`src/rtl/pxd_pkg.sv`:
```
package pxd_pkg;

    localparam int FRAME_W   = 30;
    localparam int PIX_W     = 24;
    localparam int MAX_LANES = 3;
    localparam int LSEL_W    = $clog2(MAX_LANES + 1);
    localparam int CNT_W     = $clog2(FRAME_W + 1);

    // Frame bit positions decoded downstream
    localparam int BIT_DE  = 24;
    localparam int BIT_HS  = 25;
    localparam int BIT_VS  = 26;
    localparam int BIT_PAR = 27;
    localparam int BIT_M0  = 28;
    localparam int BIT_M1  = 29;

    typedef logic [FRAME_W-1:0] frame_t;

    typedef struct packed {
        logic             vs;
        logic             hs;
        logic             de;
        logic [PIX_W-1:0] rgb;
    } word_t;

    localparam word_t IDLE_WORD = '{vs: 1'b1, hs: 1'b1, de: 1'b0, rgb: '1};

    // Offset of lane k inside the packed vector of all lane shift registers
    function automatic int lane_off(input int k);
        int s = 0;
        for (int j = 0; j < k; j++) s += FRAME_W / (j + 1);
        return s;
    endfunction

    localparam int TOT_LANE_BITS = lane_off(MAX_LANES);

    // Lane-select code -> mode index (mode m means m+1 lanes)
    function automatic logic [LSEL_W-1:0] mode_of(input logic [LSEL_W-1:0] sel);
        if (int'(sel) >= MAX_LANES) return LSEL_W'(MAX_LANES - 1);
        return sel;
    endfunction

    function automatic logic [CNT_W-1:0] bits_per_lane(input logic [LSEL_W-1:0] mode);
        logic [CNT_W-1:0] r = CNT_W'(FRAME_W);
        for (int m = 0; m < MAX_LANES; m++)
            if (int'(mode) == m) r = CNT_W'(FRAME_W / (m + 1));
        return r;
    endfunction

    function automatic logic frame_ok(input frame_t f);
        return (^f[BIT_PAR:0] == 1'b0) && f[BIT_M1] && !f[BIT_M0];
    endfunction

    function automatic word_t decode(input frame_t f);
        word_t w;
        w.rgb = f[PIX_W-1:0];
        w.de  = f[BIT_DE];
        w.hs  = f[BIT_HS];
        w.vs  = f[BIT_VS];
        return w;
    endfunction

    function automatic logic [PIX_W-1:0] mirror(input logic [PIX_W-1:0] x);
        logic [PIX_W-1:0] r;
        for (int i = 0; i < PIX_W; i++) r[i] = x[PIX_W-1-i];
        return r;
    endfunction

endpackage

```
`src/rtl/pxd_lane_shift.sv`:
```
module pxd_lane_shift #(
    parameter int W = 30
) (
    input  logic         clk,
    input  logic         rst,
    input  logic         sd_i,
    output logic [W-1:0] sr_o
);

    always_ff @(posedge clk) begin
        if (rst) sr_o <= '0;
        else     sr_o <= {sr_o[W-2:0], sd_i};
    end

endmodule

```
`src/rtl/pxd_frame_ctrl.sv`:
```
module pxd_frame_ctrl
    import pxd_pkg::*;
(
    input  logic              clk,
    input  logic              rst,
    input  logic              clk_lost,
    input  logic              frame_start,
    input  logic [LSEL_W-1:0] lane_sel,
    output logic [LSEL_W-1:0] mode_o,
    output logic              full_o
);

    logic [CNT_W-1:0] cnt_q;
    logic             busy_q;
    logic [CNT_W-1:0] n_bits;

    assign n_bits = bits_per_lane(mode_o);

    always_ff @(posedge clk) begin
        if (rst || clk_lost) begin
            cnt_q  <= '0;
            busy_q <= 1'b0;
            full_o <= 1'b0;
            mode_o <= '0;
        end else begin
            full_o <= 1'b0;
            if (frame_start) begin
                // first bit sampled on this edge; lane count latched here
                mode_o <= mode_of(lane_sel);
                cnt_q  <= CNT_W'(1);
                busy_q <= 1'b1;
            end else if (busy_q) begin
                if (cnt_q == n_bits - 1'b1) begin
                    busy_q <= 1'b0;
                    full_o <= 1'b1;
                    cnt_q  <= '0;
                end else begin
                    cnt_q <= cnt_q + 1'b1;
                end
            end
        end
    end

endmodule

```
`src/rtl/pxd_frame_map.sv`:
```
module pxd_frame_map
    import pxd_pkg::*;
(
    input  logic [TOT_LANE_BITS-1:0] lanes_i,
    input  logic [LSEL_W-1:0]        mode_i,
    output frame_t                   frame_o
);

    logic [MAX_LANES-1:0][FRAME_W-1:0] cand;

    for (genvar m = 0; m < MAX_LANES; m++) begin : g_mode
        localparam int N = FRAME_W / (m + 1);
        frame_t c;
        always_comb begin
            for (int i = 0; i < FRAME_W; i++)
                c[i] = lanes_i[lane_off(i / N) + (i % N)];
        end
        assign cand[m] = c;
    end

    always_comb begin
        frame_o = cand[0];
        for (int m = 1; m < MAX_LANES; m++)
            if (int'(mode_i) == m) frame_o = cand[m];
    end

endmodule

```
`src/rtl/pxd_out_stage.sv`:
```
module pxd_out_stage
    import pxd_pkg::*;
(
    input  logic             clk,
    input  logic             rst,
    input  logic             clk_lost,
    input  logic             full_i,
    input  frame_t           frame_i,
    input  logic             swap,
    output logic [PIX_W-1:0] pix_out,
    output logic             vs,
    output logic             hs,
    output logic             de,
    output logic             pclk_en,
    output logic             parity_err
);

    word_t word_q;
    logic  ok;

    assign ok = frame_ok(frame_i);

    always_ff @(posedge clk) begin
        if (rst || clk_lost) begin
            word_q     <= IDLE_WORD;
            parity_err <= 1'b0;
            pclk_en    <= 1'b0;
        end else begin
            pclk_en <= full_i;
            if (full_i) begin
                parity_err <= !ok;
                if (ok) word_q <= decode(frame_i);
            end
        end
    end

    assign pix_out = swap ? mirror(word_q.rgb) : word_q.rgb;
    assign vs      = word_q.vs;
    assign hs      = word_q.hs;
    assign de      = word_q.de;

endmodule

```
`src/rtl/pxd_deserializer.sv`:
```
module pxd_deserializer
    import pxd_pkg::*;
(
    input  logic                 clk,
    input  logic                 rst,
    input  logic                 clk_lost,
    input  logic [LSEL_W-1:0]    lane_sel,
    input  logic                 frame_start,
    input  logic [MAX_LANES-1:0] sd,
    input  logic                 swap,
    output logic [PIX_W-1:0]     pix_out,
    output logic                 vs,
    output logic                 hs,
    output logic                 de,
    output logic                 pclk_en,
    output logic                 parity_err
);

    logic [TOT_LANE_BITS-1:0] lanes_flat;
    logic [LSEL_W-1:0]        mode;
    logic                     full;
    frame_t                   frame;

    // Lane k only ever holds FRAME_W/(k+1) bits
    for (genvar k = 0; k < MAX_LANES; k++) begin : g_lane
        localparam int LW  = FRAME_W / (k + 1);
        localparam int OFF = lane_off(k);
        pxd_lane_shift #(.W(LW)) u_shift (
            .clk  (clk),
            .rst  (rst),
            .sd_i (sd[k]),
            .sr_o (lanes_flat[OFF +: LW])
        );
    end

    pxd_frame_ctrl u_ctrl (
        .clk         (clk),
        .rst         (rst),
        .clk_lost    (clk_lost),
        .frame_start (frame_start),
        .lane_sel    (lane_sel),
        .mode_o      (mode),
        .full_o      (full)
    );

    pxd_frame_map u_map (
        .lanes_i (lanes_flat),
        .mode_i  (mode),
        .frame_o (frame)
    );

    pxd_out_stage u_out (
        .clk        (clk),
        .rst        (rst),
        .clk_lost   (clk_lost),
        .full_i     (full),
        .frame_i    (frame),
        .swap       (swap),
        .pix_out    (pix_out),
        .vs         (vs),
        .hs         (hs),
        .de         (de),
        .pclk_en    (pclk_en),
        .parity_err (parity_err)
    );

endmodule

```
`config.mk`:
```
export PLATFORM = sky130hd
export DESIGN_NAME = pxd_deserializer
export DESIGN_NICKNAME = d
export VERILOG_FILES = /design/src/rtl/pxd_pkg.sv /design/src/rtl/pxd_lane_shift.sv /design/src/rtl/pxd_frame_ctrl.sv /design/src/rtl/pxd_frame_map.sv /design/src/rtl/pxd_out_stage.sv /design/src/rtl/pxd_deserializer.sv
export SDC_FILE = /design/constraint.sdc
export NUM_CORES = 1
export LEC_CHECK = 0
export ABC_AREA = 0
export CAP_MARGIN = 20
export CORE_ASPECT_RATIO = 1.25
export CORE_MARGIN = 3
export CORE_UTILIZATION = 60
export CTS_CLUSTER_SIZE = 10
export DETAILED_ROUTE_END_ITERATION = 12
export PLACE_DENSITY = 0.93
export SYNTH_ARGS = -nofsm -noshare
export SYNTH_HDL_FRONTEND = slang
export SYNTH_SLANG_ARGS = --single-unit
```
`constraint.sdc`:
```
create_clock -name clk -period 5 [get_ports clk]
set_input_delay 0.75 -clock clk [delete_from_list [all_inputs] [get_ports clk]]
set_output_delay 0.75 -clock clk [all_outputs]
set_load 0.1 [all_outputs]
```
=== Word level (Yosys, flattened, before mapping) ===
Cells that the tools add are included.

* Register bits: 93
* Latch bits: 0
* Memory bits (writable): 0
* Bits in read-only memories: 0
* Bits of input ports: 10
* Output and inout port bits: 29
* Memories: 0

* $add $sub $neg: 2
* Multipliers: 0
* Divide/modulo/power cells: 0
* Magnitude comparators: 1
* Equality and inequality tests: 3
* Shift-type cells: 0
* Muxes and demuxes: 17
* Bitwise logic cells: 2
* Reduce and logical (&&, ||, !) cells: 10

{| class="wikitable"
|+ Operators by type and width
! kind !! count
|-
| $mux W30 || 2
|-
| $reduce_xor A28 Y1 || 1
|-
| $mux W24 || 1
|-
| $mux W5 || 3
|-
| $mux W1 || 9
|-
| $add A5 B1 Y5 const B || 1
|-
| $eq A5 B5 Y1 || 1
|-
| $sub A5 B1 Y5 const B || 1
|-
| $eq A2 B2 Y1 const B || 2
|-
| $mux W2 || 2
|-
| $reduce_or A3 Y1 || 1
|-
| $ge A2 B2 Y1 const B || 1
|-
| $logic_and A1 B1 Y1 || 2
|-
| $logic_not A1 Y1 || 2
|-
| $not A1 Y1 || 2
|-
| $reduce_and A2 Y1 || 1
|-
| $reduce_bool A2 Y1 || 1
|-
| $reduce_or A2 Y1 || 1
|-
| $logic_or A1 B1 Y1 || 1
|}

=== Longest topological paths before layout ===
* Depth in word-level cells: 8
* Depth in mapped cells: 14

=== Modules after synthesis ===
Synthesis repeated with hierarchy kept, for this count alone.

* Cell total of the unflattened synthesis: 419
* Area total of the unflattened synthesis: 4408.0 um2

{| class="wikitable"
|+ Modules (own cells, without submodules)
! module !! times used !! cells an instance !! area an instance (um2) !! sequential area each (um2)
|-
| pxd_out_stage || 1 || 182 || 1651.6 || 580.6
|-
| pxd_lane_shift at g_lane[0].u_shift || 1 || 63 || 882.1 || 600.6
|-
| pxd_frame_map || 1 || 67 || 674.4 || 0.0
|-
| pxd_frame_ctrl || 1 || 56 || 504.2 || 180.2
|-
| pxd_lane_shift at g_lane[1].u_shift || 1 || 31 || 432.9 || 300.3
|-
| pxd_lane_shift at g_lane[2].u_shift || 1 || 20 || 262.8 || 200.2
|}

=== Worst setup path before layout ===
No wires, ideal clock.

* Path type: input-to-output
* From: input port swap
* To: output port pix_out[10]
* Arrival: 1.902 ns
* Data required time: 4.250 ns
* Slack: 2.348 ns
* Cell stages on the path: 3
* Path buffers: 2
* Cell sequence: clkbuf_1 clkbuf_1 mux2_2

* Word-level cells in the longest chain between the ends: 1

{| class="wikitable"
|+ Ends and longest elaborated chain
! item !! line !! text
|-
| from (decl) || pxd_deserializer.sv:10 || <nowiki>input logic swap,</nowiki>
|-
| $mux W24 || pxd_out_stage.sv:37 || <nowiki>assign pix_out = swap ? mirror(word_q.rgb) : word_q.rgb;</nowiki>
|-
| to (decl) || pxd_deserializer.sv:11 || <nowiki>output logic [PIX_W-1:0] pix_out,</nowiki>
|}

Every way passes these cells.

=== Final worst setup path ===
* From: register u_ctrl.mode_o[1]
* To: register u_out.word_q[11] (netlist bit)

* Word-level cells in the longest chain between the ends: 8

{| class="wikitable"
|+ Ends and longest elaborated chain
! item !! line !! text
|-
| from (decl) || pxd_frame_ctrl.sv:9 || <nowiki>output logic [LSEL_W-1:0] mode_o,</nowiki>
|-
| from (signal assigned) || pxd_frame_ctrl.sv:29 || <nowiki>mode_o <= mode_of(lane_sel);</nowiki>
|-
| $eq A2 B2 Y1 || pxd_frame_map.sv:24 || <nowiki>if (int'(mode_i) == m) frame_o = cand[m];</nowiki>
|-
| $mux W30 || pxd_frame_map.sv:24 ||
|-
| $mux W30 * || pxd_frame_map.sv:24 ||
|-
| $reduce_xor A28 Y1 || pxd_pkg.sv:51 || <nowiki>return (^f[BIT_PAR:0] == 1'b0) && f[BIT_M1] && !f[BIT_M0];</nowiki>
|-
| $not A1 Y1 || pxd_pkg.sv:51 ||
|-
| $logic_and A1 B1 Y1 (2 in series) || pxd_pkg.sv:51 ||
|-
| $reduce_and A2 Y1 (no line) || - ||
|-
| to (signal assigned) || pxd_out_stage.sv:32 || <nowiki>if (ok) word_q <= decode(frame_i);</nowiki>
|-
| to (decl) || pxd_out_stage.sv:18 || <nowiki>word_t word_q;</nowiki>
|}

Mark *: on every way between the ends. The rest lies on a longest branch, timed or not.
A chain may end at the register's enable or synchronous reset.

==> results_dict.tcl <==
set metrics [dict create \
    pin_count 39 \
    grt_pass1_wl_mm 13.6 \
    fin_worst_skew_ps 13.5 \
    whs_ps 456 \
    gr-usage-all-layers 0.223 \
    drc_errors 0 \
    crit_type "register to register" \
    power.internal_uw 1020 \
    worstPathArrival_ps 4130 \
    ys_seq_elements 93 \
    synth_area_leader_cell "dfxtp_1" \
    fin_tns_setup_ps 0 \
    ir_worst_vdd_v 0.000164 \
    dp.final_hpwl_mm 5.61 \
    drv_cap 0 \
    antenna_found_initial 0 \
    postCtsHoldBufs 0 \
    p_comb_frac 0.069 \
    leakage_uw 0.00157 \
    grt_pass1_vias 2832 \
    finalSetupViolCount 0 \
    pwr-share-seq 0.563 \
    worstPathMaxFanout 21 \
    cts_htree_levels 3 \
    core_um2 6330 \
    status "completed" \
    num-fill-cells 494 \
    synth_top_area_share 0.466 \
    hold_class "register to register" \
    dpl_cell_area_um2 4270 \
    rsz0062_at_grt "no" \
    cts_tree "done" \
    die_w_um 79.0 \
    row_count 32 \
    grt.overflow.total 0 \
    post-cts-setup-buffers 0 \
    hold_violations 0 \
    synthTopCellsByCount "93 x dfxtp_1, 60 x nor2b_1, 44 x nand3_1" \
    min_period_ps 3830 \
    place_ws_ps 1140 \
    areaGrowthSynthToFinish_pct 12.2 \
    finalWorstSetupSlack_ps 1170 \
    vias 2905 \
    drt_iter0_drc 167 \
    slew_headroom 0.328 \
    yosys_warnings 0 \
    first_pass_iters 5 \
    syn_area_um2 3990 \
    cts_buffer_depth 2 \
    cp.required_ps 5300 \
    antenna_left 0 \
    swShare 0.233 \
    synth.most_common_cell "dfxtp_1" \
    syn_avg_cell_area_um2 9.74 \
    synth_cells 410 \
    async_flop_share 0 \
    ys.flop_type "dfxtp_1" \
    tightest_slew_ps 1010 \
    root_buffer "clkbuf_8" \
    post-route-period-util 0.766 \
    clkSinkCount 93 \
    final_layout_size_suffix_gt1_frac 0.178 \
    drt-total-wl_mm 8.28 \
    vias_per_cell 5.54 \
    start_kind "register" \
    clkLatencyLatePin_ps 360 \
    cts_resized 0 \
    wl_per_cell_um 15.8 \
    grt_max_degree 58 \
    cts-buffers-inserted 9 \
    synth_nets 423 \
    critPathCaptureType "register" \
    antennaDiodeCount 0 \
    portBuffers 38 \
    die_height_um 97.2 \
    initial_core_util 0.631 \
    die_area_um2 7680 \
    clock.fmax_mhz 261 \
    pwr-share-clk 0.368 \
    netSwitchingPower_uw 311 \
    synthTopCellsByArea "dfxtp_1 47%, nor2b_1 9.4%, mux2_2 6.8%, nand3_1 5.5%, xnor2_1 5.0%" \
    gp_congestion 0.834 \
    cts.reportedPaths.clkPinSlew_ps 90 \
    post-route-util 0.708 \
    maxSlewViolCount 0 \
    p_per_area_nw_per_um2 298 \
    synth_edf_count 0 \
    final_cell_area_um2 4480 \
    ys_seq_area_frac 0.466 \
    fin_nets 447 \
    synthDistinctLibCells 32 \
]
-- state kept, by name, indices dropped and copies added, names as in the netlist --
name and cells:
u_out.de 1, u_out.hs 1, u_out.vs 1, u_ctrl.full_o 1, u_ctrl.busy_q 1, u_out.word_q 24, u_ctrl.mode_o 2, u_out.parity_err 1
g_lane.u_shift.sr_o 55, u_out.pclk_en 1, u_ctrl.cnt_q 5
-- worst paths after layout --
check                                               start                        end  slack, ps  cells after the start
worst min-delay path            g_lane[2].u_shift.sr_o[6]  g_lane[2].u_shift.sr_o[7]        460                      1
worst max-delay path                     u_ctrl.mode_o[1]           u_out.word_q[11]       1170                     11
worst max register to register           u_ctrl.mode_o[1]           u_out.word_q[11]       1170                     11
worst min register to register  g_lane[2].u_shift.sr_o[6]  g_lane[2].u_shift.sr_o[7]        460                      1
-- critical path, stage by stage (launching register included) --
cell and delay, ps:
dfxtp_1 330, inv_1 60, ha_1 750, mux2i_1 270, o21ai_1 130, xnor2_1 270
xnor2_1 180, xnor3_2 510, xor2_2 740, buf_4 290, a21oi_1 80, o21ai_1 160
-- cells in the final DEF (no fill, tap or decap), types with 4 or more instances in the layout --
master	n
dfxtp_1	93
buf_4	28
xor2_1	6
nor2b_1	60
inv_1	5
o21ai_1	35
o21ai_2	4
mux2_2	24
xnor2_1	23
nand3_1	44
clkdlybuf4s50_1	13
nor2_1	11
nand2_1	20
clkbuf_8	10
a21oi_1	8
a2111oi_0	4
mux2i_1	17
-- layout make-up --
cell class              count  area [um2]  area share
inverters                   5        18.8     0.00419
multi-input cells         282        1940       0.433
clock inverters             4        47.5      0.0106
flip-flops and latches     93        1860       0.416
well taps                  85         106      0.0237
repair buffers             43         360      0.0804
clock buffers              12         145      0.0324
-- power by group through the flow --
| stage | combinational, uW | clock (uW) | sequential (uW) |
|---|---|---|---|
| after floorplan | 80.4 | 0 | 766 |
| after global placement | 82.6 | 0 | 767 |
| after detailed placement | 85.6 | 0 | 768 |
| after CTS | 85.7 | 497 | 750 |
| after global routing | 100 | 530 | 751 |
| final | 92.2 | 491 | 750 |
-- per-stage QoR --
stage               instances  total power (uW)
floorplan                 410               846
global placement          507               850
detailed placement        507               853
CTS                       523              1330
global route              524              1380
finish                    524              1330
-- cells by family after synthesis --
logic type | share of synthesized area
flops | 0.466
simple gates | 0.193
buf+inv | 0.0498
mux | 0.110
fa+ha+maj | 0.00940
compound gates | 0.0877
xor+xnor | 0.0840
-- routing by layer --
layer | GRT usage | part of all wire | wire length [um]
met1 | 0.269 | 0.42 | 3480
met2 | 0.377 | 0.51 | 4240
met5 | 0 | 0 | 0
met3 | 0.0427 | 0.041 | 338
met4 | 0.102 | 0.026 | 216
(Power assumes the default switching activity.)
